$ cat config.mk
export PLATFORM = sky130hd
export DESIGN_NAME = calAlarmTop
export DESIGN_NICKNAME = d
export VERILOG_FILES = /design/src/rtl/calAlarmPkg.sv /design/src/rtl/calAlarmDatapath.sv /design/src/rtl/calAlarmCtrl.sv /design/src/rtl/calAlarmTop.sv
export SDC_FILE = /design/constraint.sdc
export NUM_CORES = 1
export LEC_CHECK = 0
export ABC_AREA = 1
export BUFFER_PORTS_ARGS = -buffer_cell sky130_fd_sc_hd__buf_4
export CAP_MARGIN = 20
export CELL_PAD_IN_SITES_DETAIL_PLACEMENT = 0
export CELL_PAD_IN_SITES_GLOBAL_PLACEMENT = 1
export CORE_ASPECT_RATIO = 1.25
export CORE_MARGIN = 2
export CORE_UTILIZATION = 23
export DETAILED_ROUTE_END_ITERATION = 7
export GPL_TIMING_DRIVEN = 0
export PLACE_DENSITY_LB_ADDON = 0.3
export SYNTH_ARGS = -nofsm -noshare
export SYNTH_HDL_FRONTEND = slang
export SYNTH_SLANG_ARGS = --single-unit
$ cat constraint.sdc
create_clock -name clk -period 1.4 [get_ports clk]
set_input_delay 0.14 -clock clk [delete_from_list [all_inputs] [get_ports clk]]
set_output_delay 0.14 -clock clk [all_outputs]
set_load 0.01 [all_outputs]
$ cat src/rtl/calAlarmPkg.sv
package calAlarmPkg;
  // number of calendar fields compared (sec, min, hour, date, month, dow)
  localparam int CAL_FIELDS = 6;
  // control register bit positions
  localparam int CTRL_IRQ_EN_BIT = 0;
  localparam int CTRL_PULSED_BIT = 1;

  // strobes issued by the control to the datapath
  typedef struct packed {
    logic [CAL_FIELDS-1:0] loadField;
    logic                  loadCtrl;
    logic                  blockEdge;
    logic                  sample;
  } dpStrobe_t;
endpackage

$ cat src/rtl/calAlarmDatapath.sv
module calAlarmDatapath
  import calAlarmPkg::*;
#(
  parameter int REG_W = 8
) (
  input  logic                          clk,
  input  logic                          rstN,
  input  dpStrobe_t                     strobe,
  input  logic [REG_W-1:0]              wrData,
  input  logic [CAL_FIELDS*(REG_W-1)-1:0] curTime,
  output logic                          matchRise,
  output logic                          irqEn,
  output logic                          pulsedMode
);
  localparam int VAL_W = REG_W - 1;

  logic [CAL_FIELDS-1:0] fieldEn;
  logic [CAL_FIELDS-1:0] fieldHit;
  logic                  matchNow;
  logic                  prevMatch;

  // one alarm slot per calendar field
  for (genvar i = 0; i < CAL_FIELDS; i++) begin : g_slot
    logic [REG_W-1:0] slotQ;

    always_ff @(posedge clk or negedge rstN) begin
      if (!rstN) begin
        slotQ <= '0;
      end else if (strobe.loadField[i]) begin
        slotQ <= wrData;
      end
    end

    assign fieldEn[i]  = slotQ[REG_W-1];
    assign fieldHit[i] = (slotQ[VAL_W-1:0] == curTime[i*VAL_W +: VAL_W]);
  end

  // disabled slots are don't-care; no enabled slot means no match
  assign matchNow = (|fieldEn) && (&(fieldHit | ~fieldEn));

  always_ff @(posedge clk or negedge rstN) begin
    if (!rstN) begin
      irqEn      <= 1'b0;
      pulsedMode <= 1'b0;
    end else if (strobe.loadCtrl) begin
      irqEn      <= wrData[CTRL_IRQ_EN_BIT];
      pulsedMode <= wrData[CTRL_PULSED_BIT];
    end
  end

  // match state seen at the last strobe; a write forces it high
  always_ff @(posedge clk or negedge rstN) begin
    if (!rstN) begin
      prevMatch <= 1'b0;
    end else if (strobe.blockEdge) begin
      prevMatch <= 1'b1;
    end else if (strobe.sample) begin
      prevMatch <= matchNow;
    end
  end

  assign matchRise = strobe.sample && matchNow && !prevMatch && !strobe.blockEdge;
endmodule

$ cat src/rtl/calAlarmCtrl.sv
module calAlarmCtrl
  import calAlarmPkg::*;
#(
  parameter int PULSE_LEN = 8,
  parameter int ADDR_W    = 3
) (
  input  logic              clk,
  input  logic              rstN,
  input  logic              tickIn,
  input  logic              statusClr,
  input  logic              regWrEn,
  input  logic [ADDR_W-1:0] regWrAddr,
  input  logic              matchRise,
  input  logic              irqEn,
  input  logic              pulsedMode,
  output dpStrobe_t         strobe,
  output logic              alarmStat,
  output logic              irqN
);
  localparam int CNT_W = $clog2(PULSE_LEN + 1);

  logic             wrHit;
  logic             armed;
  logic             fire;
  logic [CNT_W-1:0] pulseCnt;

  for (genvar i = 0; i < CAL_FIELDS; i++) begin : g_dec
    assign strobe.loadField[i] = regWrEn && (regWrAddr == ADDR_W'(i));
  end
  assign strobe.loadCtrl  = regWrEn && (regWrAddr == ADDR_W'(CAL_FIELDS));
  assign wrHit            = (|strobe.loadField) || strobe.loadCtrl;
  assign strobe.blockEdge = wrHit;
  assign strobe.sample    = tickIn;

  assign fire = matchRise && (pulsedMode || armed);

  // single-event arming: spent on a firing, restored by any write
  always_ff @(posedge clk or negedge rstN) begin
    if (!rstN) begin
      armed <= 1'b1;
    end else if (wrHit) begin
      armed <= 1'b1;
    end else if (fire && !pulsedMode) begin
      armed <= 1'b0;
    end
  end

  always_ff @(posedge clk or negedge rstN) begin
    if (!rstN) begin
      alarmStat <= 1'b0;
    end else if (fire) begin
      alarmStat <= 1'b1;
    end else if (statusClr) begin
      alarmStat <= 1'b0;
    end
  end

  always_ff @(posedge clk or negedge rstN) begin
    if (!rstN) begin
      pulseCnt <= '0;
    end else if (fire && pulsedMode) begin
      pulseCnt <= CNT_W'(PULSE_LEN);
    end else if (pulseCnt != '0) begin
      pulseCnt <= pulseCnt - 1'b1;
    end
  end

  assign irqN = !(irqEn && (pulsedMode ? (pulseCnt != '0) : alarmStat));
endmodule

$ cat src/rtl/calAlarmTop.sv
module calAlarmTop
  import calAlarmPkg::*;
#(
  parameter int REG_W     = 8,
  parameter int PULSE_LEN = 8,
  parameter int ADDR_W    = 3
) (
  input  logic                            clk,
  input  logic                            rstN,
  input  logic                            tickIn,
  input  logic [CAL_FIELDS*(REG_W-1)-1:0] curTime,
  input  logic                            regWrEn,
  input  logic [ADDR_W-1:0]               regWrAddr,
  input  logic [REG_W-1:0]                regWrData,
  input  logic                            statusClr,
  output logic                            alarmStat,
  output logic                            irqN
);
  dpStrobe_t strobe;
  logic      matchRise;
  logic      ctrlIrqEn;
  logic      ctrlPulsed;

  calAlarmDatapath #(.REG_W(REG_W)) dp_i (
    .clk       (clk),
    .rstN      (rstN),
    .strobe    (strobe),
    .wrData    (regWrData),
    .curTime   (curTime),
    .matchRise (matchRise),
    .irqEn     (ctrlIrqEn),
    .pulsedMode(ctrlPulsed)
  );

  calAlarmCtrl #(.PULSE_LEN(PULSE_LEN), .ADDR_W(ADDR_W)) ctrl_i (
    .clk       (clk),
    .rstN      (rstN),
    .tickIn    (tickIn),
    .statusClr (statusClr),
    .regWrEn   (regWrEn),
    .regWrAddr (regWrAddr),
    .matchRise (matchRise),
    .irqEn     (ctrlIrqEn),
    .pulsedMode(ctrlPulsed),
    .strobe    (strobe),
    .alarmStat (alarmStat),
    .irqN      (irqN)
  );
endmodule

==> results by stage, run 1 <==
Clock network:
- The CTS sink count is 57.
- The H-tree was split into 3 levels.
- The clock transition at the registers of the reported paths is 0.05 ns.
- The master cell of the clock root buffer is clkbuf_16.
- The clock latency on the worst-skew pair is 0.32 ns.
- The clock tree buffer depth is 2.
- The total CTS buffers is 9.
- The CTS tree is done.

Detailed routing:
- The DRC marker count from the first detailed-route iteration is 84.
- The number of remaining DRC errors is 0.
- The final routed wire length divided by cell count is 12.0 microns.
- The sum of routed wire length over all layers is 7.65 mm.
- The final route contains 2,548 vias.
- Using the TritonRoute via totals, the vias-per-cell ratio works out to 3.99.
- The detail route stage leaves a number of antenna-violating nets equal to 0.
- The first-pass iteration count of the detailed router is 4.

Logic synthesis:
- The biggest area contributor in the post-synthesis netlist is dfrtp_1.
- By area the synthesized netlist is led by dfrtp_1, nand2_1, o21ai_0.
- The dominant register cell in the synthesized netlist is dfrtp_1.
- The synthesized design contains 57 register bits.
- After synthesis the cells add up to 0.00293 sq mm.
- By count the netlist is led by nand2_1, dfrtp_1, inv_1, o21ai_0, nor2_1.
- Sequential elements use 48.7% of the synthesized area.
- Yosys mapped the design onto 26 distinct sky130hd cell types.
- The number of nets handed over by synthesis was 441.
- The most instantiated library cell after synthesis is nand2_1.
- The average instance area after synthesis is 7.67 sq um.
- After synthesis, the largest area contributor takes up 47.8% of total cell area.
- Yosys mapped a number of flops with a built-in enable equal to 0.
- In the synthesized netlist the async set-or-reset flop fraction comes to 100%.
- Counting every instance in the synthesized netlist gives 382.
- The warning count from the yosys run is 0.

Power:
- In this run the power spent charging and discharging nets is 1.68 mW.
- For this design the ratio of total power to cell area is 1490 mW/mm^2.
- Sequential cells burn 37.0% of the power.
- The maximum resistive drop on vdd is 0.000581 V.
- In this run switching power makes up 27.8% of total power.
- The analysis attributes to cell leakage a power of 2.04 nW.
- Combinational logic burns 23.8% of the power.
- The internal portion of the total power is 4.39 mW.
- The clock share of power is 39.2%.

Worst setup path:
- In this run the register-to-register setup slack is -0.14 ns.
- The length in cells of the worst reg-to-reg path is 12.
- Among all stages on the critical path, the largest delay is contributed by dfrtp_1.
- The worst setup path is launched from a flop.
- The worst register-to-register path ends at ctrl_i.pulseCnt[0].
- The largest fanout on the critical path is 3.
- For the worst setup path, the data required time is 1.26 ns.
- Traced cell by cell, the critical path runs through inv_1 -> ha_2 -> inv_2 -> nor2_2 -> inv_2 -> nor2_4 -> nand2_1 -> o211ai_1 -> buf_4.
- On the worst path, the slowest cell contributes a delay of 0.38 ns.
- The worst flop-to-flop path startpoint is dp_i.g_slot[4].slotQ[0].
- Data arrives at the worst endpoint at 1.48 ns.
- The critical path endpoint category is an output pin.
- By startpoint and endpoint, the worst setup path is classified as reg2out.
- The most common cell type on the critical path is inv_2.

Timing:
- The final number of hold-violating endpoints is 0.
- The total of endpoints with negative setup slack in the final report is 8.
- The minimum setup slack in the final design is -0.218 ns.
- Setup repair after global routing could not meet its margin everywhere.
- The final critical-path required period is 1.62 ns.
- The transition at the pin with the smallest max-transition slack is 0.744 ns.
- The period utilization is 116%.
- The clock skew is 0.00790 ns.
- The count of final max-slew check failures is 0.
- Static timing analysis puts the maximum clock frequency at 618 MHz.
- The worst relative slew slack is 50.4%.

Die:
- The die is 130 microns tall.
- The area of the die is 0.0137 sq mm.
- The floorplan has 46 rows.
- Measured along the x axis, the die boundary spans 105 microns.
- The initial utilization of the core area, before any placement, comes to 23.3%.
- 60 I/O pins were placed.
- The placeable core region is 0.0125 sq mm.

Global routing:
- Entering global routing, the biggest net connects 58 pins.
- In the global route stage, overall resource usage came out at 11.8%.
- The global-route wire length before repair is 12.2 mm.
- After global routing the overflow that remains totals 0.
- The number of antenna violations at the first check in global routing is 0.
- The number of global-route vias before repair was 2,461.

Hold path:
- In this run the most critical hold path is launched from tickIn.
- The endpoint with the worst hold slack is dp_i.prevMatch.
- The number of instances on the worst hold path is 2.
- The min-delay analysis places its worst path in the category in2reg.

Layout:
- Compared with the post-synthesis result, the final layout area differs by 38.9%.
- The area taken by flip-flops and latches is 0.00143 sq mm.
- The post-route netlist has 23.1% of its cells at a drive strength greater than 1.
- In the final design database the tool counted 525 nets.
- The final standard cell utilization of the core is 32.4%.
- The combined area of the multi-input logic cells is 0.00132 sq mm.
- The post-layout instance count excluding filler cells is 639.
- 0 antenna diodes ended up in the layout.
- The number of filler instances in the final layout is 1,400.

Job:
- The tool flagged a number of max-cap violations equal to 0.

Placement:
- The total placed cells including tap cells is 609.
- The congestion estimate from routability-driven global placement came to 0.704.
- The number of buffer cells added on primary ports is 59.
- Detailed placement ended at an HPWL of 5.56 mm.

Status:
- The final reports fail on negative setup slack.
- The run finished, with violations left.
[per-layer routing]
metal / GRT usage [%] / up-vias / wire length (microns)
li1: - / 1344 / -
met1: 13.9 / 1151 / 3340
met2: 20.6 / 43 / 3850
met3: 3.55 / 10 / 363
met4: 4.24 / 0 / 86
met5: 0 / - / 0
[critical path: cells and delay by family, from the launching register on]
kind / cells / cell delay, ns
AND/OR/NAND/NOR: 3 / 0.24
AO/OA/AOI/OAI: 1 / 0.08
adder cells (fa/ha/maj): 1 / 0.16
buffers and inverters: 4 / 0.30
flip-flops: 1 / 0.38
[cell families after synthesis]
| logic type | synth area share, % |
|---|---|
| AOI/OAI and AO/OA | 11.0 |
| xor gates and xnor gates | 7.48 |
| adders and majority gates | 0.427 |
| buffers and inverters | 7.69 |
| DFF | 48.7 |
| and+or+nand+nor | 24.7 |
[cell type report]
type / instances / share of cell area (%)
flip-flops and latches: 57 / 35.1
multi-input cells: 265 / 32.3
repair buffers: 73 / 13.8
clock buffers: 11 / 6.21
well taps: 168 / 5.17
inverters: 54 / 4.98
clock inverters: 5 / 1.91
plain buffers: 6 / 0.554
[placed cells by master, fill, tap and decap left out, drive strengths merged, types with 2 or more instances in the layout]
| cell | instances |
|---|---|
| nand3 | 5 |
| a21oi | 4 |
| xnor2 | 20 |
| clkbuf | 17 |
| nor2 | 35 |
| nor3 | 2 |
| dlygate4sd3 | 2 |
| nand2 | 132 |
| buf | 71 |
| inv | 54 |
| o21ai | 55 |
| xor2 | 5 |
| nand4 | 2 |
| bufinv | 2 |
| dfrtp | 56 |
| clkinv | 2 |
[repair_timing]
item                                   CTS  global route
setup endpoints to repair                8             8
hold buffers                             2             0
cloned                                   0             0
buffers inserted                         5             7
resized for setup                       10             8
endpoints found under the hold margin   57             0
pin swaps                                5            14
[stage by stage]
stage / power (mW) / TNS [ns] / setup WS, ns / hold WS [ns] / area (sq um)
3_5_place_dp: 3.44 / -1.07 / -0.207 / 0.263 / 3580
5_1_grt: 6.47 / -2.25 / -0.344 / 0.0187 / 4070
2_1_floorplan: 3.03 / 0 / 0.0808 / -0.156 / 2930
4_1_cts: 6.00 / -1.01 / -0.242 / 0.0203 / 4000
3_3_place_gp: 3.40 / -0.880 / -0.180 / 0.249 / 3580
6_report: 6.07 / -0.879 / -0.218 / 0.0251 / 4070
[worst max path at each step]
stage,slack (ns),endpoint,cells after the start,startpoint
5_1_grt,-0.34,irqN,9,ctrl_i.pulseCnt[1]
2_1_floorplan,0.08,ctrl_i.pulseCnt[0],12,dp_i.g_slot[2].slotQ[0]
4_1_cts,-0.24,irqN,9,ctrl_i.pulseCnt[0]
3_5_place_dp,-0.21,ctrl_i.pulseCnt[0],12,dp_i.g_slot[4].slotQ[0]
3_3_place_gp,-0.18,ctrl_i.pulseCnt[0],12,dp_i.g_slot[4].slotQ[0]
6_report,-0.22,irqN,9,ctrl_i.pulseCnt[1]
[registers in the layout (all words and copies together), names as in the netlist]
register and count:
ctrl_i.armed 1, dp_i.prevMatch 1, ctrl_i.pulseCnt 4, dp_i.irqEn 1, ctrl_i.alarmStat 1, dp_i.pulsedMode 1, dp_i.g_slot.slotQ 48
[power groups by stage]
stage                     clock network (mW)  logic, mW  registers [mW]
after global routing                    2.51       1.67            2.29
final                                   2.38       1.44            2.25
after CTS                               2.43       1.32            2.25
after floorplan                            0      0.829            2.20
after global placement                     0       1.14            2.26
after detailed placement                   0       1.17            2.27
No activity file was read; power rests on OpenSTA's default activity.
==> run 2: changes to the inputs <==
--- a/config.mk
+++ b/config.mk
@@ -5,7 +5,7 @@
 export SDC_FILE = /design/constraint.sdc
 export NUM_CORES = 1
 export LEC_CHECK = 0
-export ABC_AREA = 1
+export ABC_AREA = 0
 export BUFFER_PORTS_ARGS = -buffer_cell sky130_fd_sc_hd__buf_4
 export CAP_MARGIN = 20
 export CELL_PAD_IN_SITES_DETAIL_PLACEMENT = 0
==> run 2 against run 1 <==
Net effect: the run still ends with negative setup slack left; largest cell class is now multi-input gates; clock power is 19% lower; clock skew shrank 0.0012 ns; area after synthesis fell by 3.2%; clock-buffer cell count up 3; utilization is 0.19 points higher; setup slack got worse by 0.044 ns; via count fell by 25%; combinational power rose by 6%; power fell by 4.5%; first-iteration DRC count fell by 18%; sequential power grew 4%; final cell count shrank 28%.
==> results by stage, run 2 <==
Job:
- The number of max-cap violations was 0 (unchanged).

Timing:
- The top achievable clock speed is 602 MHz (-2.7%).
- The total of endpoints with negative setup slack in the final report is 8 (unchanged).
- The clock skew is 0.00671 ns (-0.00120 ns).
- The worst relative slew slack came to 49.9% (-0.55 points).
- The final critical-path required period is 1.66 ns (+0.0441 ns).
- The period utilization is 119% (+3.2 points).
- The transition at the pin with the smallest max-transition slack is 0.752 ns (+0.00825 ns).
- The minimum setup slack in the final design is -0.262 ns (-0.0441 ns).
- The final setup TNS is -1.83 ns (-0.950 ns).
- The count of final max-slew check failures came to 0 (unchanged).
- Setup repair after global routing could not meet its margin everywhere.
- The final number of hold-violating endpoints is 0 (unchanged).

Die:
- The starting density of the core came to 23.4% (+0.077 points).
- The placeable core region came to 0.0121 sq mm (-3.5%).
- The floorplan die width is 103 microns (-1.6%).
- The cell row count was 45 (-2.2%).
- The boundary pin count came to 60 (unchanged).
- The die span in y is 128 microns (-1.6%).
- The area of the die was 0.0132 sq mm (-3.1%).

Layout:
- The number of flip-flops in the largest register came to 48 (unchanged).
- The number of antenna repair diodes is 0 (unchanged).
- Relative to the synthesized area, the layout overhead comes to 39.3%.
- The combined area of the multi-input logic cells is 0.00147 sq mm (+12%).
- The number of filler instances in the final layout came to 1,236 (-12%).
- The largest registers in the layout are dp_i.g_slot.slotQ (48), ctrl_i.pulseCnt (4).
- The final standard cell utilization of the core was 32.6% (+0.19 points).
- The register with the most flip-flops is dp_i.g_slot.slotQ.
- The area taken by flip-flops and latches is 0.00143 sq mm (unchanged).
- The library cells used most frequently in the layout, excluding fill and tap cells, are buf_4, dfrtp_1, mux2_2, xnor2_1, xor2_1.
- The most common library cell in the layout ignoring fill and taps is buf_4.
- The share of cells above drive strength 1 is 53.2% (+30 points).
- The final-stage net count is 351 (-33%).

Worst setup path:
- The worst register-to-register path ends at ctrl_i.pulseCnt[1].
- In this run the critical register-to-register path is launched from dp_i.g_slot[0].slotQ[1].
- STA classifies the critical path startpoint as a flop.
- The length in cells of the worst reg-to-reg path came to 6 (-6).
- The worst path required time came to 1.61 ns (+0.35 ns).
- The arrival time of the worst setup path is 1.87 ns (+0.39 ns).
- The kind of cell with the highest combined delay along the critical path is compound AO/OA/AOI/OAI gates.
- The longest individual stage delay on the worst path is 0.38 ns (about the same).
- The setup slack of the worst register-to-register path is -0.26 ns (-0.12 ns).
- The number of buffer and inverter instances along the worst setup path was 1 (-3).
- The largest fanout on the critical path is 4 (+1).
- Walking the worst path, the cells encountered are xnor2_1 -> nand4_1 -> o41ai_4 -> nand4b_1 -> buf_6 -> o21a_1.
- The critical path endpoint category is a flop.
- On the critical path, the stage with the largest delay is an instance of dfrtp_1.
- The setup path with the least slack is of type reg2reg.

Detailed routing:
- The sum of routed wire length over all layers was 6.93 mm (-9.3%).
- The number of remaining DRC errors is 0 (unchanged).
- The final routed wire length divided by cell count is 15.1 microns (+26%).
- The DRC marker count from the first detailed-route iteration came to 69 (-18%).
- The total number of vias is 1,902 (-25%).
- The remaining antenna violation count came to 0 (unchanged).
- The via density per instance is 4.14 (+3.9%).
- The first-pass iteration count of the detailed router came to 4 (unchanged).

Power:
- The leakage power figure came to 1.65 nW (-19%).
- The maximum resistive drop on vdd is 0.000491 V (-15%).
- The total power density per cell area is 1470 mW/mm^2 (-1.5%).
- The post-layout total power is 5.80 mW (-4.5%).

Logic synthesis:
- The warning count from the yosys run came to 0 (unchanged).
- By instance count, the leading cell after synthesis is dfrtp_1.
- The number of distinct library cell variants in the gate-level netlist after synthesis was 34 (+31%).
- The number of enable-type register cells in the synthesized netlist is 0 (unchanged).
- The net count after synthesis was 269 (-39%).
- The dominant register cell in the synthesized netlist is dfrtp_1.
- The number of register bits inferred by synthesis is 57 (unchanged).
- The number of instances in the synthesized netlist is 210 (-45%).
- Ranked by total cell area, the synthesized netlist is headed by dfrtp_1, mux2_2, xnor2_1.
- The fraction of synthesis flops using an asynchronous set or reset pin is 100% (unchanged).
- The average instance area after synthesis was 13.5 sq um (+76%).
- The mapped cell area was 0.00284 sq mm (-3.2%).
- After synthesis, the most frequently instantiated cells are dfrtp_1, mux2_2, xnor2_1, xor2_1, nand4_1.
- The share of the yosys chip area belonging to registers was 50.4% (+1.6 points).
- The area share of the largest cell type after synthesis is 49.4% (+1.6 points).
- The cell taking the most area after synthesis is dfrtp_1.

Hold path:
- The number of instances on the worst hold path is 2 (unchanged).
- The endpoint with the worst hold slack is dp_i.prevMatch.
- The hold path startpoint is tickIn.
- The min-delay analysis places its worst path in the category in2reg.

Placement:
- The number of buffer cells added on primary ports is 56 (-5.1%).
- The routability congestion estimate from global placement is 0.699 (-0.67%).
- The detailed placement HPWL is 5.07 mm (-8.7%).

Global routing:
- The global-route total usage across every layer is 11.7% (-0.089 points).
- The total global routing overflow came to 0 (unchanged).
- The number of global-route vias before repair is 2,140 (-13%).
- The number of antenna violations at the first check in global routing came to 0 (unchanged).
- The maximum number of pins on one net before global-route repair was 58 (unchanged).
- The global-route wire length before repair came to 11.3 mm (-7.8%).

Clock network:
- The clock transition at the registers of the reported paths is 0.05 ns (about the same).
- The clock tree buffer depth is 2 (unchanged).
- The total CTS buffers is 9 (unchanged).
- The clock latency on the worst-skew pair was 0.32 ns (about the same).
- The H-tree level count is 3 (unchanged).
- The CTS tree is done.
- The master cell of the clock root buffer is clkbuf_16.
- The CTS sink count is 57 (unchanged).

Status:
- The checks that failed: negative setup slack.
- The flow ran to the end, but the final reports show violations.
run 2: power breakdown:
part	internal (mW)	switching (mW)
sequential	2.04	0.294
clock	1.27	0.663
combinational	0.936	0.599
run 2: logic make-up after synthesis:
logic type                 synth area share [%]
AOI/OAI and AO/OA                          6.09
xor gates and xnor gates                   13.3
adders and majority gates                 0.441
buffers and inverters                      1.06
DFF                                        50.4
muxes                                      19.9
and+or+nand+nor                            8.91
run 2: layout make-up:
cell class,instances,area share (%)
multi-input cells,146,37.3
flip-flops and latches,57,36.2
repair buffers,71,13.9
clock buffers,14,6.69
well taps,164,5.20
plain buffers,3,0.380
inverters,4,0.380
run 2: routing by layer:
metal	vias to the layer above	share of wire, %	wire length, microns	global-route usage (%)
li1	930	-	-	-
met3	11	4.4	302	3.44
met4	0	2.5	176	5.42
met5	-	0	0	0
met2	41	48	3330	18.1
met1	920	45	3120	15.0
run 2: what timing repair did:
action	CTS	global route
pin swaps	10	8
setup buffers	6	7
hold buffers	2	0
endpoints found under the setup margin	8	8
endpoints found under the hold margin	57	0
gates resized for setup	12	8
run 2: how the worst max path moves through the flow:
| stage | startpoint | to | slack [ns] | cells after the start |
|---|---|---|---|---|
| 2_1_floorplan | dp_i.g_slot[0].slotQ[2] | ctrl_i.pulseCnt[0] | -0.06 | 4 |
| 3_3_place_gp | dp_i.g_slot[0].slotQ[1] | ctrl_i.pulseCnt[1] | -0.41 | 5 |
| 3_5_place_dp | dp_i.g_slot[0].slotQ[1] | ctrl_i.pulseCnt[0] | -0.41 | 5 |
| 4_1_cts | dp_i.g_slot[0].slotQ[1] | ctrl_i.pulseCnt[0] | -0.33 | 5 |
| 5_1_grt | dp_i.g_slot[0].slotQ[1] | ctrl_i.pulseCnt[0] | -0.39 | 6 |
| 6_report | dp_i.g_slot[0].slotQ[1] | ctrl_i.pulseCnt[1] | -0.26 | 6 |
run 2: through the flow:
step | hold slack (ns) | cells | worst slack, ns | cell area (sq um)
5_1_grt | 0.0621 | 459 | -0.388 | 3950
3_5_place_dp | 0.269 | 430 | -0.414 | 3460
6_report | 0.0641 | 459 | -0.262 | 3950
3_3_place_gp | 0.266 | 430 | -0.412 | 3460
4_1_cts | 0.0492 | 452 | -0.327 | 3850
2_1_floorplan | -0.156 | 210 | -0.0630 | 2840
